$ cat src/rtl/exc_pkg.sv
package exc_pkg;
  localparam int NUM_STAGES   = 5;
  localparam int COMMIT_IDX   = NUM_STAGES - 1;
  localparam int NUM_REPORTING = NUM_STAGES - 1;
  localparam int MEM_IDX      = NUM_STAGES - 2;
  localparam int CAUSE_W      = 4;

  typedef enum logic [CAUSE_W-1:0] {
    CAUSE_NONE    = 4'd0,
    CAUSE_IPAGE   = 4'd1,
    CAUSE_IMISAL  = 4'd2,
    CAUSE_IPROT   = 4'd3,
    CAUSE_ILLEGAL = 4'd4,
    CAUSE_ARITH   = 4'd5,
    CAUSE_DPAGE   = 4'd6,
    CAUSE_DMISAL  = 4'd7,
    CAUSE_DPROT   = 4'd8
  } cause_e;

  localparam logic [CAUSE_W-1:0] MEM_CAUSE_BASE = 4'd5;
endpackage

$ cat src/rtl/exc_cause_map.sv
module exc_cause_map
  import exc_pkg::*;
(
  input  logic [NUM_REPORTING-1:0] stage_vld_i,
  input  logic [1:0]               if_fault_i,
  input  logic                     id_illegal_i,
  input  logic                     ex_arith_i,
  input  logic [1:0]               mem_fault_i,
  output cause_e                   raised_o [NUM_REPORTING]
);
  cause_e raw [NUM_REPORTING];

  always_comb begin
    raw[0] = (if_fault_i == 2'd0) ? CAUSE_NONE : cause_e'({2'b00, if_fault_i});
    raw[1] = id_illegal_i ? CAUSE_ILLEGAL : CAUSE_NONE;
    raw[2] = ex_arith_i ? CAUSE_ARITH : CAUSE_NONE;
    raw[MEM_IDX] = (mem_fault_i == 2'd0) ? CAUSE_NONE
                 : cause_e'({2'b00, mem_fault_i} + MEM_CAUSE_BASE);
  end

  // An empty stage cannot raise anything
  for (genvar k = 0; k < NUM_REPORTING; k++) begin : g_gate
    assign raised_o[k] = stage_vld_i[k] ? raw[k] : CAUSE_NONE;
  end
endmodule

$ cat src/rtl/exc_slot.sv
module exc_slot
  import exc_pkg::*;
#(
  parameter int PC_W = 32
) (
  input  logic            clk,
  input  logic            rst_n,
  input  logic            flush_i,
  input  logic            vld_i,
  input  logic [PC_W-1:0] pc_i,
  input  cause_e          cause_i,
  output logic            vld_o,
  output logic [PC_W-1:0] pc_o,
  output cause_e          cause_o
);
  logic            vld_d, vld_q;
  logic            load_en;
  logic [PC_W-1:0] pc_q;
  cause_e          cause_q;

  always_comb begin
    vld_d   = vld_i && !flush_i;
    load_en = vld_d;
  end

  always_ff @(posedge clk or negedge rst_n) begin
    if (!rst_n) vld_q <= 1'b0;
    else        vld_q <= vld_d;
  end

  always_ff @(posedge clk) begin
    if (load_en) begin
      pc_q    <= pc_i;
      cause_q <= cause_i;
    end
  end

  assign vld_o   = vld_q;
  assign pc_o    = pc_q;
  assign cause_o = cause_q;
endmodule

$ cat src/rtl/exc_commit.sv
module exc_commit
  import exc_pkg::*;
#(
  parameter int PC_W = 32
) (
  input  logic            clk,
  input  logic            rst_n,
  input  logic            in_valid_i,
  input  logic            wb_vld_i,
  input  logic [PC_W-1:0] wb_pc_i,
  input  cause_e          wb_cause_i,
  input  logic            mem_vld_i,
  input  cause_e          mem_cause_i,
  input  logic            rf_wen_req_i,
  input  logic            dmem_wen_req_i,
  output logic            trap_o,
  output logic [CAUSE_W-1:0] trap_cause_o,
  output logic [PC_W-1:0] trap_pc_o,
  output logic            wb_commit_o,
  output logic            rf_wen_o,
  output logic            dmem_wen_o,
  output logic            kill_o
);
  logic kill_q, kill_d, kill_en;
  logic trap;

  always_comb begin
    trap         = wb_vld_i && (wb_cause_i != CAUSE_NONE) && !kill_q;
    wb_commit_o  = wb_vld_i && (wb_cause_i == CAUSE_NONE) && !kill_q;
    rf_wen_o     = rf_wen_req_i && wb_commit_o;
    dmem_wen_o   = dmem_wen_req_i && mem_vld_i && (mem_cause_i == CAUSE_NONE)
                   && !trap && !kill_q;
    trap_cause_o = trap ? wb_cause_i : CAUSE_NONE;
    trap_pc_o    = trap ? wb_pc_i : '0;
    // set on trap, cleared by the next accepted instruction
    kill_en      = trap || in_valid_i;
    kill_d       = trap;
  end

  always_ff @(posedge clk or negedge rst_n) begin
    if (!rst_n)       kill_q <= 1'b0;
    else if (kill_en) kill_q <= kill_d;
  end

  assign trap_o = trap;
  assign kill_o = kill_q;
endmodule

$ cat src/rtl/precise_exc_pipe.sv
module precise_exc_pipe
  import exc_pkg::*;
#(
  parameter int PC_W = 32
) (
  input  logic            clk,
  input  logic            rst_n,
  input  logic            in_valid,
  input  logic [PC_W-1:0] in_pc,
  input  logic [1:0]      if_fault,
  input  logic            id_illegal,
  input  logic            ex_arith,
  input  logic [1:0]      mem_fault,
  input  logic            rf_wen_req,
  input  logic            dmem_wen_req,
  output logic            rf_wen,
  output logic            dmem_wen,
  output logic            wb_commit,
  output logic [PC_W-1:0] wb_pc,
  output logic            trap,
  output logic [CAUSE_W-1:0] trap_cause,
  output logic [PC_W-1:0] trap_pc,
  output logic            flush
);
  logic                    slot_vld   [NUM_STAGES];
  logic [PC_W-1:0]         slot_pc    [NUM_STAGES];
  cause_e                  slot_cause [NUM_STAGES];
  cause_e                  merged     [NUM_REPORTING];
  cause_e                  raised     [NUM_REPORTING];
  logic [NUM_STAGES-1:0]   stage_vld;
  logic                    kill_flag;

  for (genvar k = 0; k < NUM_STAGES; k++) begin : g_vld
    assign stage_vld[k] = slot_vld[k];
  end

  exc_cause_map u_map (
    .stage_vld_i  (stage_vld[NUM_REPORTING-1:0]),
    .if_fault_i   (if_fault),
    .id_illegal_i (id_illegal),
    .ex_arith_i   (ex_arith),
    .mem_fault_i  (mem_fault),
    .raised_o     (raised)
  );

  // First recorded cause sticks: the earliest stage wins
  for (genvar k = 0; k < NUM_REPORTING; k++) begin : g_merge
    assign merged[k] = !slot_vld[k]                 ? CAUSE_NONE :
                       (slot_cause[k] != CAUSE_NONE) ? slot_cause[k] : raised[k];
  end

  for (genvar k = 0; k < NUM_STAGES; k++) begin : g_slot
    if (k == 0) begin : g_entry
      exc_slot #(.PC_W(PC_W)) u_slot (
        .clk(clk), .rst_n(rst_n), .flush_i(flush),
        .vld_i(in_valid), .pc_i(in_pc), .cause_i(CAUSE_NONE),
        .vld_o(slot_vld[k]), .pc_o(slot_pc[k]), .cause_o(slot_cause[k])
      );
    end else begin : g_follow
      exc_slot #(.PC_W(PC_W)) u_slot (
        .clk(clk), .rst_n(rst_n), .flush_i(flush),
        .vld_i(slot_vld[k-1]), .pc_i(slot_pc[k-1]), .cause_i(merged[k-1]),
        .vld_o(slot_vld[k]), .pc_o(slot_pc[k]), .cause_o(slot_cause[k])
      );
    end
  end

  exc_commit #(.PC_W(PC_W)) u_commit (
    .clk            (clk),
    .rst_n          (rst_n),
    .in_valid_i     (in_valid),
    .wb_vld_i       (slot_vld[COMMIT_IDX]),
    .wb_pc_i        (slot_pc[COMMIT_IDX]),
    .wb_cause_i     (slot_cause[COMMIT_IDX]),
    .mem_vld_i      (slot_vld[MEM_IDX]),
    .mem_cause_i    (merged[MEM_IDX]),
    .rf_wen_req_i   (rf_wen_req),
    .dmem_wen_req_i (dmem_wen_req),
    .trap_o         (trap),
    .trap_cause_o   (trap_cause),
    .trap_pc_o      (trap_pc),
    .wb_commit_o    (wb_commit),
    .rf_wen_o       (rf_wen),
    .dmem_wen_o     (dmem_wen),
    .kill_o         (kill_flag)
  );

  assign flush = trap;
  assign wb_pc = slot_pc[COMMIT_IDX];
endmodule

$ cat config.mk
export PLATFORM = sky130hd
export DESIGN_NAME = precise_exc_pipe
export DESIGN_NICKNAME = d
export VERILOG_FILES = /design/src/rtl/exc_pkg.sv /design/src/rtl/exc_cause_map.sv /design/src/rtl/exc_slot.sv /design/src/rtl/exc_commit.sv /design/src/rtl/precise_exc_pipe.sv
export SDC_FILE = /design/constraint.sdc
export NUM_CORES = 1
export LEC_CHECK = 0
export CAP_MARGIN = 20
export CORE_MARGIN = 1
export CORE_UTILIZATION = 35
export CTS_CLUSTER_DIAMETER = 50
export DETAILED_ROUTE_END_ITERATION = 6
export HOLD_SLACK_MARGIN = 0.1
export PLACE_DENSITY = 0.68
export SLEW_MARGIN = 0
export SYNTH_ARGS = -nofsm -noshare
export SYNTH_HDL_FRONTEND = slang
export SYNTH_HIERARCHICAL = 1
export SYNTH_SLANG_ARGS = --single-unit
$ cat constraint.sdc
create_clock -name clk -period 3 [get_ports clk]
set_input_delay 0.6 -clock clk [delete_from_list [all_inputs] [get_ports clk]]
set_output_delay 0.6 -clock clk [all_outputs]
set_load 0.01 [all_outputs]
Word-level counts from Yosys, hierarchy flattened
Cells that the tools add are included.
Word-level totals
  bits in latches: 0
  memory bits (writable): 0
  input port bits: 43
  flip-flop bits (word level): 182
  memories kept: 0
  ROM bits: 0
  word-level logic and storage cells: 53
Cells by class
  magnitude comparators: 0
  multiply operators: 0
  reductions and logical operators: 26
  equal/unequal tests: 0
  div/mod/pow operators: 0
  bitwise gates (word level): 1
  shift-type cells: 0
  add/sub/neg operators: 1
  multiplexer cells: 9
Operators by type and width (count)
  two-way mux 32 bit: 1
  two-way mux 4 bit: 6
  nonzero test 4 bit: 4
  logical AND 1 bit: 14
  logical NOT 4 bit: 2
  two-way mux 3 bit: 2
  adder 2 x 3 -> 4 bit, second input constant: 1
  logical NOT 2 bit: 2
  logical NOT 1 bit: 2
  OR reduction 2 bit: 1
  logical OR 1 bit: 1
  NOT 1 bit: 1

Logic depth before layout (Yosys ltp)
Gate-level depths: netlist of run 1.
  word-level depth: 8
  mapped depth: 8

Cells and area by module
Netlist of run 1, hierarchy kept.
Modules (own cells, without submodules)
  exc_slot: seq. area each 1106.1 µm², cells an instance 38, area an instance 1119.8 µm², instances 5
  exc_commit: seq. area each 25.0 µm², cells an instance 56, area an instance 417.9 µm², instances 1
  precise_exc_pipe: seq. area each 0.0 µm², cells an instance 34, area an instance 271.5 µm², instances 1
  exc_cause_map: seq. area each 0.0 µm², cells an instance 20, area an instance 151.4 µm², instances 1

Worst setup path before layout of run 1
OpenSTA, ideal clock, no wires.
  kind: in2out
  start: input mem_fault[0]
  end: output dmem_wen
  arrival time: 2.097 ns
  slack: 0.303 ns
  stages: 8
  buffers on the path: 1
  path through: inv_1 ha_1 nor2b_4 buf_4 nor4b_1 o21a_1 or4_1 a311oi_2
RTL lines
  start, declared: line precise_exc_pipe.sv:13  | input logic [1:0] mem_fault,
  end, declared: line precise_exc_pipe.sv:17  | output logic dmem_wen,

==> results of run 1 <==
-- metal layers --
metal  up-vias  global-route usage (%)
met5         -                       0
met4         0                   5.433
met3        11                   3.017
met2        82                   16.42
met1      1359                   13.03
li1       1444                       -
-- where the power goes --
part	switching, mW	internal (mW)	total [mW]
Clock	0.872	1.23	2.10
Combinational	0.842	0.789	1.63
Sequential	0.353	3.99	4.35
-- synth_stat cells --
cell        n
buf_4      10
edfxtp_1  180
o21a_1     16
and3_1      3
inv_1       3
conb_1      2
nor4b_1    16
or4_4       1
ha_1        2
dfrtp_1     6
nor2_1      2
buf_2       4
nor2b_4     6
clkbuf_1    3
nand2b_1    1
nor3b_1    32
nor3_1      1
or4_1       1
and2_1      6
nor4_4      1
o22ai_1     1
a311oi_2    1
and3_2      1
nand3b_1    1
-- path summary, 6_finish.rpt --
kind,startpoint,end,slack (ns),cells after the start
worst max-delay path,mem_fault[0],dmem_wen,0.07,9
worst min-delay path,g_slot[1].g_follow.u_slot/pc_o[25],g_slot[2].g_follow.u_slot/pc_o[25],0.41,0
worst max register to register,g_slot[4].g_follow.u_slot/cause_o[0],g_slot[3].g_follow.u_slot/pc_o[7],0.87,6
worst min register to register,g_slot[1].g_follow.u_slot/pc_o[25],g_slot[2].g_follow.u_slot/pc_o[25],0.41,0
max in group asynchronous,rst_n,g_slot[2].g_follow.u_slot/vld_o,2.29,1
min in group asynchronous,rst_n,u_commit/kill_o,0.46,1
-- state kept, by name (all words and copies together), names as in the netlist --
signal,flops
g_slot.g_follow.u_slot/cause_o,16
g_slot.g_follow.u_slot/vld_o,4
u_commit/kill_o,1
g_slot.g_entry.u_slot/vld_o,1
g_slot.g_follow.u_slot/pc_o,128
g_slot.g_entry.u_slot/pc_o,32
g_slot.g_entry.u_slot/cause_o,4
-- critical path, stage by stage --
cell and delay, ns:
clkbuf_2 0.09, inv_1 0.06, ha_4 0.27, nor2b_4 0.04
nor4b_1 0.14, o21a_1 0.21, or4_4 0.52, a311oi_2 0.24
buf_2 0.17
-- area by class of cell --
cell class,count,area [um^2]
multi-input combinational,103,817.0
inverter,3,11.26
sequential,186,5555
clock inverter,15,148.9
clock buffer,17,425.4
timing repair buffer,127,1251
fill,1505,9529
tap,229,286.5
-- logic make-up after synthesis --
group                      after synthesis  share of synthesized area [%]
other                                    2                         0.1166
AOI/OAI and AO/OA                       18                          2.196
adders and majority gates                2                         0.3885
and+or+nand+nor                         72                          9.209
buffers and inverters                   20                          1.826
DFF                                    186                          86.26
-- repair_timing --
action,4_1_cts,5_1_grt
buffers inserted,0,4
resized for setup,7,5
endpoints found under the setup margin,1,26
pin swaps,1,5
==> results_dict.tcl, run 1 <==
set metrics [dict create \
    cts-root-buf "clkbuf_16" \
    hpwl_um 6850 \
    finalNonFillerCells 680 \
    mostFrequentLayoutCells "edfxtp_1, clkdlybuf4s50_1, nor3b_1, clkbuf_16" \
    cap_violations 0 \
    antenna_found_initial 0 \
    ir_worst_vdd_v 0.0005886 \
    cts_buffers 17 \
    holdBufCountCts 0 \
    worst_ep_arrival_time_ns 2.33 \
    first_global_vias 2879 \
    ys_warn_count 6 \
    synthDistinctLibCells 24 \
    design.core.area_um2 18020 \
    drtIter0Drc 118 \
    row_count 49 \
    yosys.area.top_type "edfxtp_1" \
    final_area_um2 8496 \
    clk_latency_ns 0.41 \
    h-tree-depth 4 \
    crit_type "primary input to output pin" \
    finalPower_mw 8.075 \
    fmax_mhz 341.0 \
    clock_sinks 186 \
    grt_pass1_wl_um 14590 \
    via_count 2896 \
    io_pins 116 \
    avgSynthCellArea_um2 21.47 \
    viasPerCell 4.259 \
    final_core_util_pct 47.13 \
    die-height_um 137.6 \
    leakage_nw 2.822 \
    tns_ns 0 \
    path_max_fanout 2 \
    setup_slack_ns 0.06782 \
    dr.max_layer_used "met4" \
    grt_use_total_pct 10.43 \
    wl_met2_um 4711 \
    clock_skew_ns 0.009530 \
    cts_tree "yes" \
    drv_slew 0 \
    timing.hold.ws_ns 0.4117 \
    rsz0062_at_grt "no" \
    fin_nets 483 \
    finalSetupViolations 0 \
    netlist_instances 300 \
    routed_wl_um 9572 \
    hold_path.class "flip-flop to flip-flop" \
    place_area_um2 7890 \
    initial_core_util_pct 35.73 \
    overflow 0 \
    dp_cells 644 \
    die_area_um2 18950 \
    diodes 0 \
    firstDrtPassIters 6 \
    antenna_left 0 \
    drive_gt1_share_pct 12.64 \
    period_needed_ns 2.932 \
    critical_path_required_ns 2.40 \
    fin_crit_sh_pct 97.74 \
    grt_max_degree 38 \
    netlist_area_um2 6440 \
    ys_seq_area_share_pct 86.26 \
    wl_met3_um 363 \
    critPathLaunchType "primary input" \
    area.growth.synth_to_final_pct 31.92 \
    wl_met1_um 4320 \
    clk_pin_slew_ns 0.06 \
    pwr_density_cell_nw_per_um2 950.4 \
    hold_viol 0 \
    layout_commonest_cell "edfxtp_1" \
    io_buffers 115 \
    die_x_um 137.6 \
    netlist_top_cells_area "edfxtp_1, nor3b_1, dfrtp_1" \
    outcome "complete, no violations" \
    wl_per_cell_um 14.08 \
    clock_path_buffers 2 \
    cp-end-kind "output pin" \
    ys_seq_elements 186 \
    gp_congestion 0.7265 \
    synth_top_area_share_pct 83.93 \
    drc_errors 0 \
    pre_cts_ws_ns -0.7097 \
]
No activity file was read; power rests on OpenSTA's default activity.
==> inputs of run 2 (changes only) <==
CTS_CLUSTER_DIAMETER = 120   (was 50)
HOLD_SLACK_MARGIN = 0.12   (was 0.1)
==> results of run 2 <==
Same layout as run 1: the final DEF is identical, and so are final timing and power.
